`src/rtl/sup_pkg.sv`:
```
package sup_pkg;
  typedef enum logic [1:0] {
    ST_STBY = 2'd0,
    ST_RST  = 2'd1,
    ST_ACT  = 2'd2,
    ST_SAFE = 2'd3
  } sup_state_e;
endpackage

```
`src/rtl/sup_rst_mon.sv`:
```
module sup_rst_mon #(
  parameter int SYNC_STAGES = 2
) (
  input  logic clk_i,
  input  logic rst_ni,
  input  logic drv_i,
  input  logic rb_i,
  input  logic clr_i,
  output logic hit_hi_o,
  output logic err_o
);
  localparam int LAST = SYNC_STAGES - 1;

  logic [LAST:0] rb_q, drv_q;
  logic          drv_prev_q, mism;

  // readback and drive are delayed by the same depth, compare skipped right after a drive edge
  assign mism     = (rb_q[LAST] ^ drv_q[LAST]) && (drv_q[LAST] == drv_prev_q);
  assign hit_hi_o = mism && drv_q[LAST];

  always_ff @(posedge clk_i or negedge rst_ni) begin
    if (!rst_ni) begin
      rb_q       <= '0;
      drv_q      <= '0;
      drv_prev_q <= 1'b0;
      err_o      <= 1'b0;
    end else begin
      rb_q       <= {rb_q[LAST-1:0], rb_i};
      drv_q      <= {drv_q[LAST-1:0], drv_i};
      drv_prev_q <= drv_q[LAST];
      if (mism)       err_o <= 1'b1;
      else if (clr_i) err_o <= 1'b0;
    end
  end
endmodule

```
`src/rtl/sup_evt.sv`:
```
module sup_evt
  import sup_pkg::*;
#(
  parameter int CNT_W      = 4,
  parameter int FAIL_LIMIT = 7
) (
  input  logic             pwr_fail_i,
  input  logic [CNT_W-1:0] cnt_i,
  input  logic             wd_en_i,
  input  logic             err_pin_i,
  input  logic             mon_dis_i,
  input  logic             mon_hit_i,
  input  sup_state_e       state_i,
  output logic             prio1_o,
  output logic             glob_o,
  output logic             safe_o
);
  assign prio1_o = pwr_fail_i;
  assign glob_o  = wd_en_i && (cnt_i > CNT_W'(FAIL_LIMIT));
  assign safe_o  = (state_i == ST_ACT) && (err_pin_i || (mon_hit_i && !mon_dis_i));
endmodule

```
`src/rtl/sup_ctrl.sv`:
```
module sup_ctrl
  import sup_pkg::*;
#(
  parameter int RST_CYCLES = 4
) (
  input  logic       clk_i,
  input  logic       rst_ni,
  input  logic       prio1_i,
  input  logic       glob_i,
  input  logic       safe_i,
  input  logic       wake_i,
  output sup_state_e state_o
);
  localparam int TW = (RST_CYCLES > 2) ? $clog2(RST_CYCLES) : 1;

  sup_state_e    state_q, state_d;
  logic [TW-1:0] tmr_q, tmr_d;

  always_comb begin
    state_d = state_q;
    if (prio1_i)                           state_d = ST_STBY;
    else if (glob_i && state_q != ST_STBY) state_d = ST_RST;
    else begin
      unique case (state_q)
        ST_STBY: if (wake_i) state_d = ST_RST;
        ST_RST:  if (tmr_q == TW'(RST_CYCLES - 1)) state_d = ST_ACT;
        ST_ACT:  if (safe_i) state_d = ST_SAFE;
        ST_SAFE: state_d = ST_SAFE;
        default: state_d = ST_STBY;
      endcase
    end
    tmr_d = (state_q == ST_RST && state_d == ST_RST && !glob_i) ? tmr_q + 1'b1 : '0;
  end

  always_ff @(posedge clk_i or negedge rst_ni) begin
    if (!rst_ni) begin
      state_q <= ST_STBY;
      tmr_q   <= '0;
    end else begin
      state_q <= state_d;
      tmr_q   <= tmr_d;
    end
  end

  assign state_o = state_q;
endmodule

```
`src/rtl/safety_sup_fsm.sv`:
```
module safety_sup_fsm
  import sup_pkg::*;
#(
  parameter int CNT_W       = 4,
  parameter int FAIL_LIMIT  = 7,
  parameter int RST_CYCLES  = 4,
  parameter int SYNC_STAGES = 2
) (
  input  logic             clk_i,
  input  logic             rst_ni,
  input  logic             pwr_fail_i,
  input  logic             wake_i,
  input  logic [CNT_W-1:0] wd_fail_cnt_i,
  input  logic             wd_rst_en_i,
  input  logic             err_pin_fail_i,
  input  logic             mon_dis_i,
  input  logic             mon_err_clr_i,
  input  logic             nres_rb_i,
  output logic [1:0]       state_o,
  output logic             nres_o,
  output logic             mon_err_o,
  output logic             glob_rst_o
);
  sup_state_e state;
  logic       prio1, glob, safe_req, mon_hit;

  assign nres_o     = (state == ST_ACT) || (state == ST_SAFE);
  assign state_o    = state;
  assign glob_rst_o = glob;

  sup_rst_mon #(.SYNC_STAGES(SYNC_STAGES)) u_mon (
    .clk_i    (clk_i),
    .rst_ni   (rst_ni),
    .drv_i    (nres_o),
    .rb_i     (nres_rb_i),
    .clr_i    (mon_err_clr_i),
    .hit_hi_o (mon_hit),
    .err_o    (mon_err_o)
  );

  sup_evt #(.CNT_W(CNT_W), .FAIL_LIMIT(FAIL_LIMIT)) u_evt (
    .pwr_fail_i (pwr_fail_i),
    .cnt_i      (wd_fail_cnt_i),
    .wd_en_i    (wd_rst_en_i),
    .err_pin_i  (err_pin_fail_i),
    .mon_dis_i  (mon_dis_i),
    .mon_hit_i  (mon_hit),
    .state_i    (state),
    .prio1_o    (prio1),
    .glob_o     (glob),
    .safe_o     (safe_req)
  );

  sup_ctrl #(.RST_CYCLES(RST_CYCLES)) u_ctrl (
    .clk_i   (clk_i),
    .rst_ni  (rst_ni),
    .prio1_i (prio1),
    .glob_i  (glob),
    .safe_i  (safe_req),
    .wake_i  (wake_i),
    .state_o (state)
  );
endmodule

```
`config.mk`:
```
export PLATFORM = sky130hd
export DESIGN_NAME = safety_sup_fsm
export DESIGN_NICKNAME = d
export VERILOG_FILES = /design/src/rtl/sup_pkg.sv /design/src/rtl/sup_rst_mon.sv /design/src/rtl/sup_evt.sv /design/src/rtl/sup_ctrl.sv /design/src/rtl/safety_sup_fsm.sv
export SDC_FILE = /design/constraint.sdc
export NUM_CORES = 1
export LEC_CHECK = 0
export BUFFER_PORTS_ARGS = -buffer_cell sky130_fd_sc_hd__buf_2
export CORE_AREA = 5 5 42 44
export CTS_BUF_LIST = sky130_fd_sc_hd__clkbuf_8
export DETAILED_ROUTE_END_ITERATION = 8
export DIE_AREA = 0 0 47 49
export GPL_TIMING_DRIVEN = 0
export PLACE_DENSITY_LB_ADDON = 0.3
export SYNTH_ARGS = -nofsm -noshare
export SYNTH_HDL_FRONTEND = slang
export SYNTH_SLANG_ARGS = --single-unit
export TNS_END_PERCENT = 100
```
`constraint.sdc`:
```
create_clock -name clk_i -period 1.5 [get_ports clk_i]
set_clock_uncertainty 0.2 [all_clocks]
set_input_delay 0.15 -clock clk_i [delete_from_list [all_inputs] [get_ports clk_i]]
set_output_delay 0.15 -clock clk_i [all_outputs]
set_load 0.01 [all_outputs]
```
==> results of run 1 <==
[cells in the final DEF (no fill, tap or decap), drive strengths merged]
cell type | Yosys | final
o21ai | 2 | 2
nand3 | 1 | 1
and2 | 1 | 1
clkbuf | 1 | 5
a21oi | 3 | 3
nor3 | 1 | 1
buf | 0 | 14
dfrtp | 10 | 10
ha | 1 | 1
nor2 | 7 | 7
nand2 | 2 | 2
o311ai | 1 | 1
o221ai | 1 | 1
dlygate4sd3 | 0 | 4
inv | 2 | 2
[critical path, delay by kind of cell (launching register included)]
kind	cells	cell delay (ns)
buf+inv	2	0.26
flops	1	0.45
[state kept, by name, indices dropped and copies added (netlist names)]
name / cells
u_mon.rb_q: 2
u_ctrl.tmr_q: 2
u_ctrl.state_o: 2
u_mon.err_o: 1
u_mon.drv_prev_q: 1
u_mon.drv_q: 2
[path summary, 6_finish.rpt]
check,startpoint,end,slack [ns]
hold reg to reg,u_mon.rb_q[0],u_mon.rb_q[1],0.14
min in group asynchronous,rst_ni,u_ctrl.tmr_q[1],0.11
setup reg to reg,u_ctrl.tmr_q[0],u_ctrl.state_o[0],0.28
hold / removal,wd_rst_en_i,u_ctrl.state_o[1],0.05
max in group asynchronous,rst_ni,u_mon.err_o,0.81
setup / recovery,u_ctrl.state_o[1],nres_o,0.21
[repair_timing]
item	in CTS	in global routing
setup buffers	0	0
hold buffers	4	0
hold endpoints to repair	14	0
endpoints found under the setup margin	0	0
[report_power, final]
part / total, W / internal [W] / leakage (nW) / switching, W
sequential: 0.000286 / 0.000279 / 0.130 / 0.00000655
combinational: 0.0000459 / 0.0000251 / 0.124 / 0.0000208
clock: 0.000325 / 0.000230 / 0.0288 / 0.0000955
[stage by stage]
step           area [um^2]  setup WS [ns]
2_1_floorplan        366.6         0.3433
3_3_place_gp         456.7         0.2913
3_5_place_dp         456.7         0.2823
4_1_cts              551.8         0.1981
5_1_grt              551.8         0.1364
6_report             551.8         0.2124
[routing by layer]
layer	wire length, um	share of wire, %	vias to the layer above
li1	-	-	155
met1	287	44	132
met2	302	46	8
met3	68	10	0
met4	0	0	0
met5	0	0	-
[layout make-up]
type / instances / area share [%]
clock buffer: 4 / 9.977
tap: 16 / 3.628
multi-input combinational: 20 / 19.05
timing repair buffer: 18 / 19.95
buffer: 1 / 0.6803
inverter: 2 / 1.361
sequential: 10 / 45.35
[cells by family (layout without fill, tap and decap cells)]
family / count (synthesis) / count (layout) / synth area share, %
DFF: 10 / 10 / 68.26
AOI/OAI and AO/OA: 7 / 7 / 11.60
and+or+nand+nor: 12 / 12 / 13.65
adders and majority gates: 1 / 1 / 3.412
buffers and inverters: 3 / 25 / 3.071
==> run summary, run 1 <==
CTS buffer count -> 3
Number of nets produced by synthesis -> 47
Distinct cells, synth -> 14
Total number of yosys warnings -> 0
Final critical path time including I/O delays and setup -> 1.288 ns
Number of cells upsized or downsized after cts -> 0
Kind of critical path -> reg -> out
Share of final-layout standard cells stronger than drive strength 1 -> 32.73%
Minimum hold slack -> 0.05478 ns
Vias in the first global route -> 272
Met1 demand-to-capacity share in global routing -> 8.467%
Cell count after synthesis -> 33
Count of port buffers added during placement -> 14
Maximum cell stage delay along the critical path -> 0.45 ns
Share of the cycle needed by the critical path after routing -> 85.84%
Largest area contributor in the synthesized netlist -> dfrtp_1
Via total after detailed routing -> 295
Inst Count DP -> 63
Cell leakage power -> 0.2830 nW
Maximum Capacitance Violations -> 0
Pwr Density -> 1191 mW/mm^2
Area inside the core boundary -> 0.001401 mm^2
Yosys top cell area share -> 68.26%
EDFF count, synth -> 0
TritonCTS clock tree -> done
Data required time of the worst path -> 1.15 ns
Width of the die -> 47 um
Number of hold violations in the final report -> 0
P&R area growth vs syn -> 50.51%
M2 GR Usage -> 8.597%
Post-detailed-routing wire length -> 658 um
Final antenna-violating net count -> 0
Most numerous cell types in the synthesized netlist -> dfrtp_1, nor2_1, a21oi_1, inv_1, nand2_1
Mapped cell area -> 366.6 um^2
Setup repair after global routing missed its margin -> no
Result of the run -> finished, final reports clean
Peak supply drop -> 0.6266 mV
Latest clock arrival within the worst-skew pair -> 0.23 ns
Slew of the pin with the lowest slew margin -> 0.2295 ns
Remaining DRCs -> 0
Initial core utilization -> 26.16%
Part of the Yosys area used for sequential elements -> 68.26%
Crit path DAT -> 0.94 ns
Remaining max-slew budget at the tightest pin -> 84.45%
Number of storage elements in the synthesis netlist -> 10
Total power -> 0.0006570 W
Mean cell area of the mapped netlist -> 11.11 um^2
Worst-path cell chain -> clkbuf_1, buf_2
I/O pin count -> 18
Length in cells of the worst reg-to-reg path -> 4
Master cell of the clock root buffer -> clkbuf_8
Footprint of the flip-flops and latches -> 250.2 um^2
GRT Max-Usage Layer -> met2
Nets -> 70
Clock transition at path regs -> 0.05 ns
Hold path depth -> 3
Endpoint type of the worst setup path -> output port
Number of pins exceeding their max-slew limit in the final report -> 0
Count of inserted antenna diode cells -> 0
Category of the worst setup path launch point -> flip-flop
Filler Cell Count -> 149
Highest achievable clock rate -> 776.6 MHz
Final-layout setup total negative slack -> 0 ns
Leading post-synthesis cells by cell area -> dfrtp_1, nor2_1, a21oi_1
Cell at the slowest stage of the critical path -> dfrtp_1
Met3 capacity usage during global routing -> 4.059%
Gr ovfl total -> 0
# setup viols final -> 0
Weighted congestion at the end of routability-driven global placement -> 0.6605
Clock Path Buffers -> 2
Worst min path class -> in -> reg
Antenna violations before repair -> 0
CP max FO -> 7
Total die area -> 0.002303 mm^2
1st-pass router iterations -> 4
Number of sinks driven by the clock tree -> 10
Utilization of the core after routing -> 39.38%
Chip height -> 49 um
Main flop type after synthesis -> dfrtp_1
Core Rows -> 14
Iter 0 DRT Violations -> 4
Async S/R FF share, synth -> 100.0%
Overall routing resource usage -> 6.990%
Leading cell type by number of instances after synthesis -> dfrtp_1
Pin count of the biggest net entering global routing -> 11
Global-route wire length before repair -> 1.110 mm
Final cell count without fillers -> 71
Number of H-tree levels -> 1
Final routed wire length divided by cell count -> 9.268 um
Area occupied by multi-input gates -> 105.1 um^2
Average via count per standard cell -> 4.155
Note: power is estimated with default switching activity, not from simulation.
==> run 2: changes to the inputs <==
--- a/config.mk
+++ b/config.mk
@@ -14,5 +14,6 @@
 export PLACE_DENSITY_LB_ADDON = 0.3
 export SYNTH_ARGS = -nofsm -noshare
 export SYNTH_HDL_FRONTEND = slang
+export SYNTH_HIERARCHICAL = 1
 export SYNTH_SLANG_ARGS = --single-unit
 export TNS_END_PERCENT = 100
==> run 2 against run 1 <==
Net effect:
- count of clock-buffer cells in the layout fell by 1
- first-iteration DRC count fell by 75%
- total power fell by 11%
- critical path type is now reg -> reg
- sequential share of layout area fell by 1.8 points
- critical endpoint is now u_ctrl/state_o[0]
- combinational power fell by 3%
- the run now ends with setup timing left
- die area did not move
==> run summary, run 2 <==
Number of hold violations in the final report -> 0 (unchanged)
Pwr Density -> 1015 mW/mm^2 (-15%)
# setup viols final -> 1 (+1)
Number of storage elements in the synthesis netlist -> 10 (unchanged)
Crit path buffers/inverters -> 0 (-2)
Clock Path Buffers -> 2 (unchanged)
Final cell count without fillers -> 66 (-7.0%)
CTS buffer count -> 3 (unchanged)
Leading cell type in the layout, fill and taps excluded -> buf_2
Latest clock arrival within the worst-skew pair -> 0.22 ns (about the same)
Leading post-synthesis cells by cell area -> dfrtp_1, nor3_1, and4bb_2
Part of the Yosys area used for sequential elements -> 62.70% (-5.6 points)
Maximum Capacitance Violations -> 0 (unchanged)
Leading cell type by number of instances after synthesis -> dfrtp_1
P&R area growth vs syn -> 44.83%
Overall routing resource usage -> 7.566% (+0.58 points)
Remaining max-slew budget at the tightest pin -> 83.33% (-1.1 points)
Worst-path cell chain -> and3b_1, nor2b_4, o211a_1, nor4b_2, nor4_1
Initial core utilization -> 28.48% (+2.3 points)
Data required time of the worst path -> 1.42 ns (+0.27 ns)
Weighted congestion at the end of routability-driven global placement -> 0.6008 (-9.0%)
Length in cells of the worst reg-to-reg path -> 5 (+1)
Width of the die -> 47 um (unchanged)
1st-pass router iterations -> 2 (-2)
Largest area contributor in the synthesized netlist -> dfrtp_1
Main flop type after synthesis -> dfrtp_1
Final routed wire length divided by cell count -> 10.41 um (+12%)
Hold path depth -> 3 (unchanged)
Remaining DRCs -> 0 (unchanged)
Gr ovfl total -> 0 (unchanged)
Share of the cycle needed by the critical path after routing -> 101.7% (+16 points)
Core Rows -> 14 (unchanged)
Total number of yosys warnings -> 6 (+6)
Crit path max-delay family -> simple AND/OR/NAND/NOR gates
Worst-case setup margin in the final layout -> -0.02552 ns (-0.2379 ns)
Count of inserted antenna diode cells -> 0 (unchanged)
Commonest non-fill, non-tap cells in the layout -> buf_2, dfrtp_1, clkbuf_8, dlygate4sd3_1, nor3_1
Setup repair after global routing missed its margin -> yes
I/O pin count -> 18 (unchanged)
Number of nets produced by synthesis -> 44 (-6.4%)
Area inside the core boundary -> 0.001401 mm^2 (unchanged)
Worst reg2reg path endpoint -> u_ctrl/state_o[0]
Most numerous cell types in the synthesized netlist -> dfrtp_1, nor3_1, inv_1
Mean cell area of the mapped netlist -> 13.30 um^2 (+20%)
End of the worst hold path -> u_mon/err_o
Antenna violations before repair -> 0 (unchanged)
Average via count per standard cell -> 4.197 (+1.0%)
Inst Count DP -> 59 (-6.3%)
Category of the worst setup path launch point -> flip-flop
Total die area -> 0.002303 mm^2 (unchanged)
Nets -> 66 (-5.7%)
Pin count of the biggest net entering global routing -> 11 (unchanged)
Highest achievable clock rate -> 655.5 MHz (-16%)
Async S/R FF share, synth -> 100.0% (unchanged)
Number of H-tree levels -> 1 (unchanged)
Global-route wire length before repair -> 1.221 mm (+10%)
Distinct cells, synth -> 18 (+4)
Crit path DAT -> 1.44 ns (+0.50 ns)
Number of pins exceeding their max-slew limit in the final report -> 0 (unchanged)
Kind of critical path -> reg -> reg
Iter 0 DRT Violations -> 1 (-3)
Share of final-layout standard cells stronger than drive strength 1 -> 46.00% (+13 points)
Filler Cell Count -> 140 (-6.0%)
Launch instance of the worst min-delay path -> mon_err_clr_i
Maximum cell stage delay along the critical path -> 0.36 ns (-0.09 ns)
Mapped cell area -> 399.1 um^2 (+8.9%)
Worst min path class -> in -> reg
Clock transition at path regs -> 0.04 ns (about the same)
Number of sinks driven by the clock tree -> 10 (unchanged)
Peak supply drop -> 0.6343 mV (+1.2%)
Post-detailed-routing wire length -> 687 um (+4.4%)
Violations in the final reports -> setup timing
Yosys top cell area share -> 62.70% (-5.6 points)
Final antenna-violating net count -> 0 (unchanged)
Count of port buffers added during placement -> 13 (-1)
EDFF count, synth -> 0 (unchanged)
Total power -> 0.0005866 W (-11%)
Final critical path time including I/O delays and setup -> 1.526 ns (+0.2379 ns)
Vias in the first global route -> 284 (+4.4%)
Slew of the pin with the lowest slew margin -> 0.2477 ns (+0.01818 ns)
CP max FO -> 2 (-5)
Via total after detailed routing -> 277 (-6.1%)
Instance count on the critical path -> 5 (+3)
DP HPWL -> 523.9 um
Chip height -> 49 um (unchanged)
Fin area -> 578.1 um^2 (+4.8%)
Master cell of the clock root buffer -> clkbuf_8
R2R Path Start -> u_mon/rb_q[1]
Cell leakage power -> 0.2980 nW (+5.3%)
Cell count after synthesis -> 30 (-9.1%)
Area after detailed placement -> 490.5 um^2 (+7.4%)
Worst slack at placement -> -0.06668 ns (-0.3490 ns)
TritonCTS clock tree -> done
Setup slack of the worst register-to-register path -> -0.03 ns (-0.31 ns)
Cell at the slowest stage of the critical path -> dfrtp_1
Endpoint type of the worst setup path -> flip-flop
Result of the run -> finished with violations
-- run 2: changes by cell type in the layout (fill, tap and decap cells not counted), sizes merged, moves of 2 or more --
cell / before / now
nor2: 7 / 0
nor3b: 0 / 2
a21oi: 3 / 1
nand2: 2 / 0
nor3: 1 / 3
o21ai: 2 / 0
-- run 2: cell families (layout without fill, tap and decap cells) --
kind of cell,count (synthesis),in the layout,share of synthesized area [%]
buffers and inverters,4,24,4.703
flip-flops,10,10,62.70
AO/OA/AOI/OAI,3,3,5.955
adder cells (fa/ha/maj),1,1,3.134
AND/OR/NAND/NOR,12,12,23.51
-- run 2: worst max path at each step --
stage                        endpoint      startpoint  slack [ns]
global route        u_ctrl/state_o[0]   u_mon/rb_q[1]       -0.15
detailed placement  u_ctrl/state_o[0]  u_mon/drv_q[1]       -0.07
global placement    u_ctrl/state_o[0]  u_mon/drv_q[1]       -0.06
finish              u_ctrl/state_o[0]   u_mon/rb_q[1]       -0.03
floorplan           u_ctrl/state_o[0]  u_mon/drv_q[1]        0.02
CTS                 u_ctrl/state_o[0]   u_mon/rb_q[1]       -0.06
-- run 2: per-layer routing --
layer	vias to the layer above	share of wire (%)	track usage [%]
met2	9	45	9.729
met4	0	0	1.382
li1	147	-	-
met1	121	47	10.09
met5	-	0	0
met3	0	8.0	5.904
-- run 2: worst register-to-register path, stage by stage, from the launching register on --
cell and delay (ns):
dfrtp_1 0.36, and3b_1 0.23, nor2b_4 0.15, o211a_1 0.15, nor4b_2 0.05, nor4_1 0.28
-- run 2: area by class of cell --
| cell class | instances | area [um^2] | share of cell area [%] |
|---|---|---|---|
| flip-flops and latches | 10 | 251.5 | 43.51 |
| multi-input cells | 16 | 143.9 | 24.89 |
| repair buffers | 17 | 102.6 | 17.75 |
| clock buffers | 3 | 41.29 | 7.143 |
| well taps | 16 | 20.02 | 3.463 |
| plain buffers | 2 | 11.26 | 1.948 |
| inverters | 2 | 7.507 | 1.299 |
-- run 2: power breakdown --
group	internal, W	switching [W]
logic	0.0000248	0.0000199
clock network	0.000174	0.0000830
registers	0.000279	0.00000602
total	0.000478	0.000109
-- run 2: through the flow --
stage / setup TNS [ns] / util (%) / hold WS, ns
6_report: -0.02552 / 41.25 / 0.01743
5_1_grt: -0.1584 / 41.25 / 0.02702
3_5_place_dp: -0.06668 / 35.00 / -0.1818
3_3_place_gp: -0.06356 / 35.00 / -0.1831
2_1_floorplan: 0 / - / -0.3456
4_1_cts: -0.06237 / 41.16 / 0.01502
-- run 2: what timing repair did --
action | in CTS | in global routing
gates resized for setup | 2 | 1
pin swaps | 2 | 1
endpoints found under the setup margin | 1 | 3
setup buffers | 1 | 0
hold buffers | 3 | 0
endpoints found under the hold margin | 13 | 0
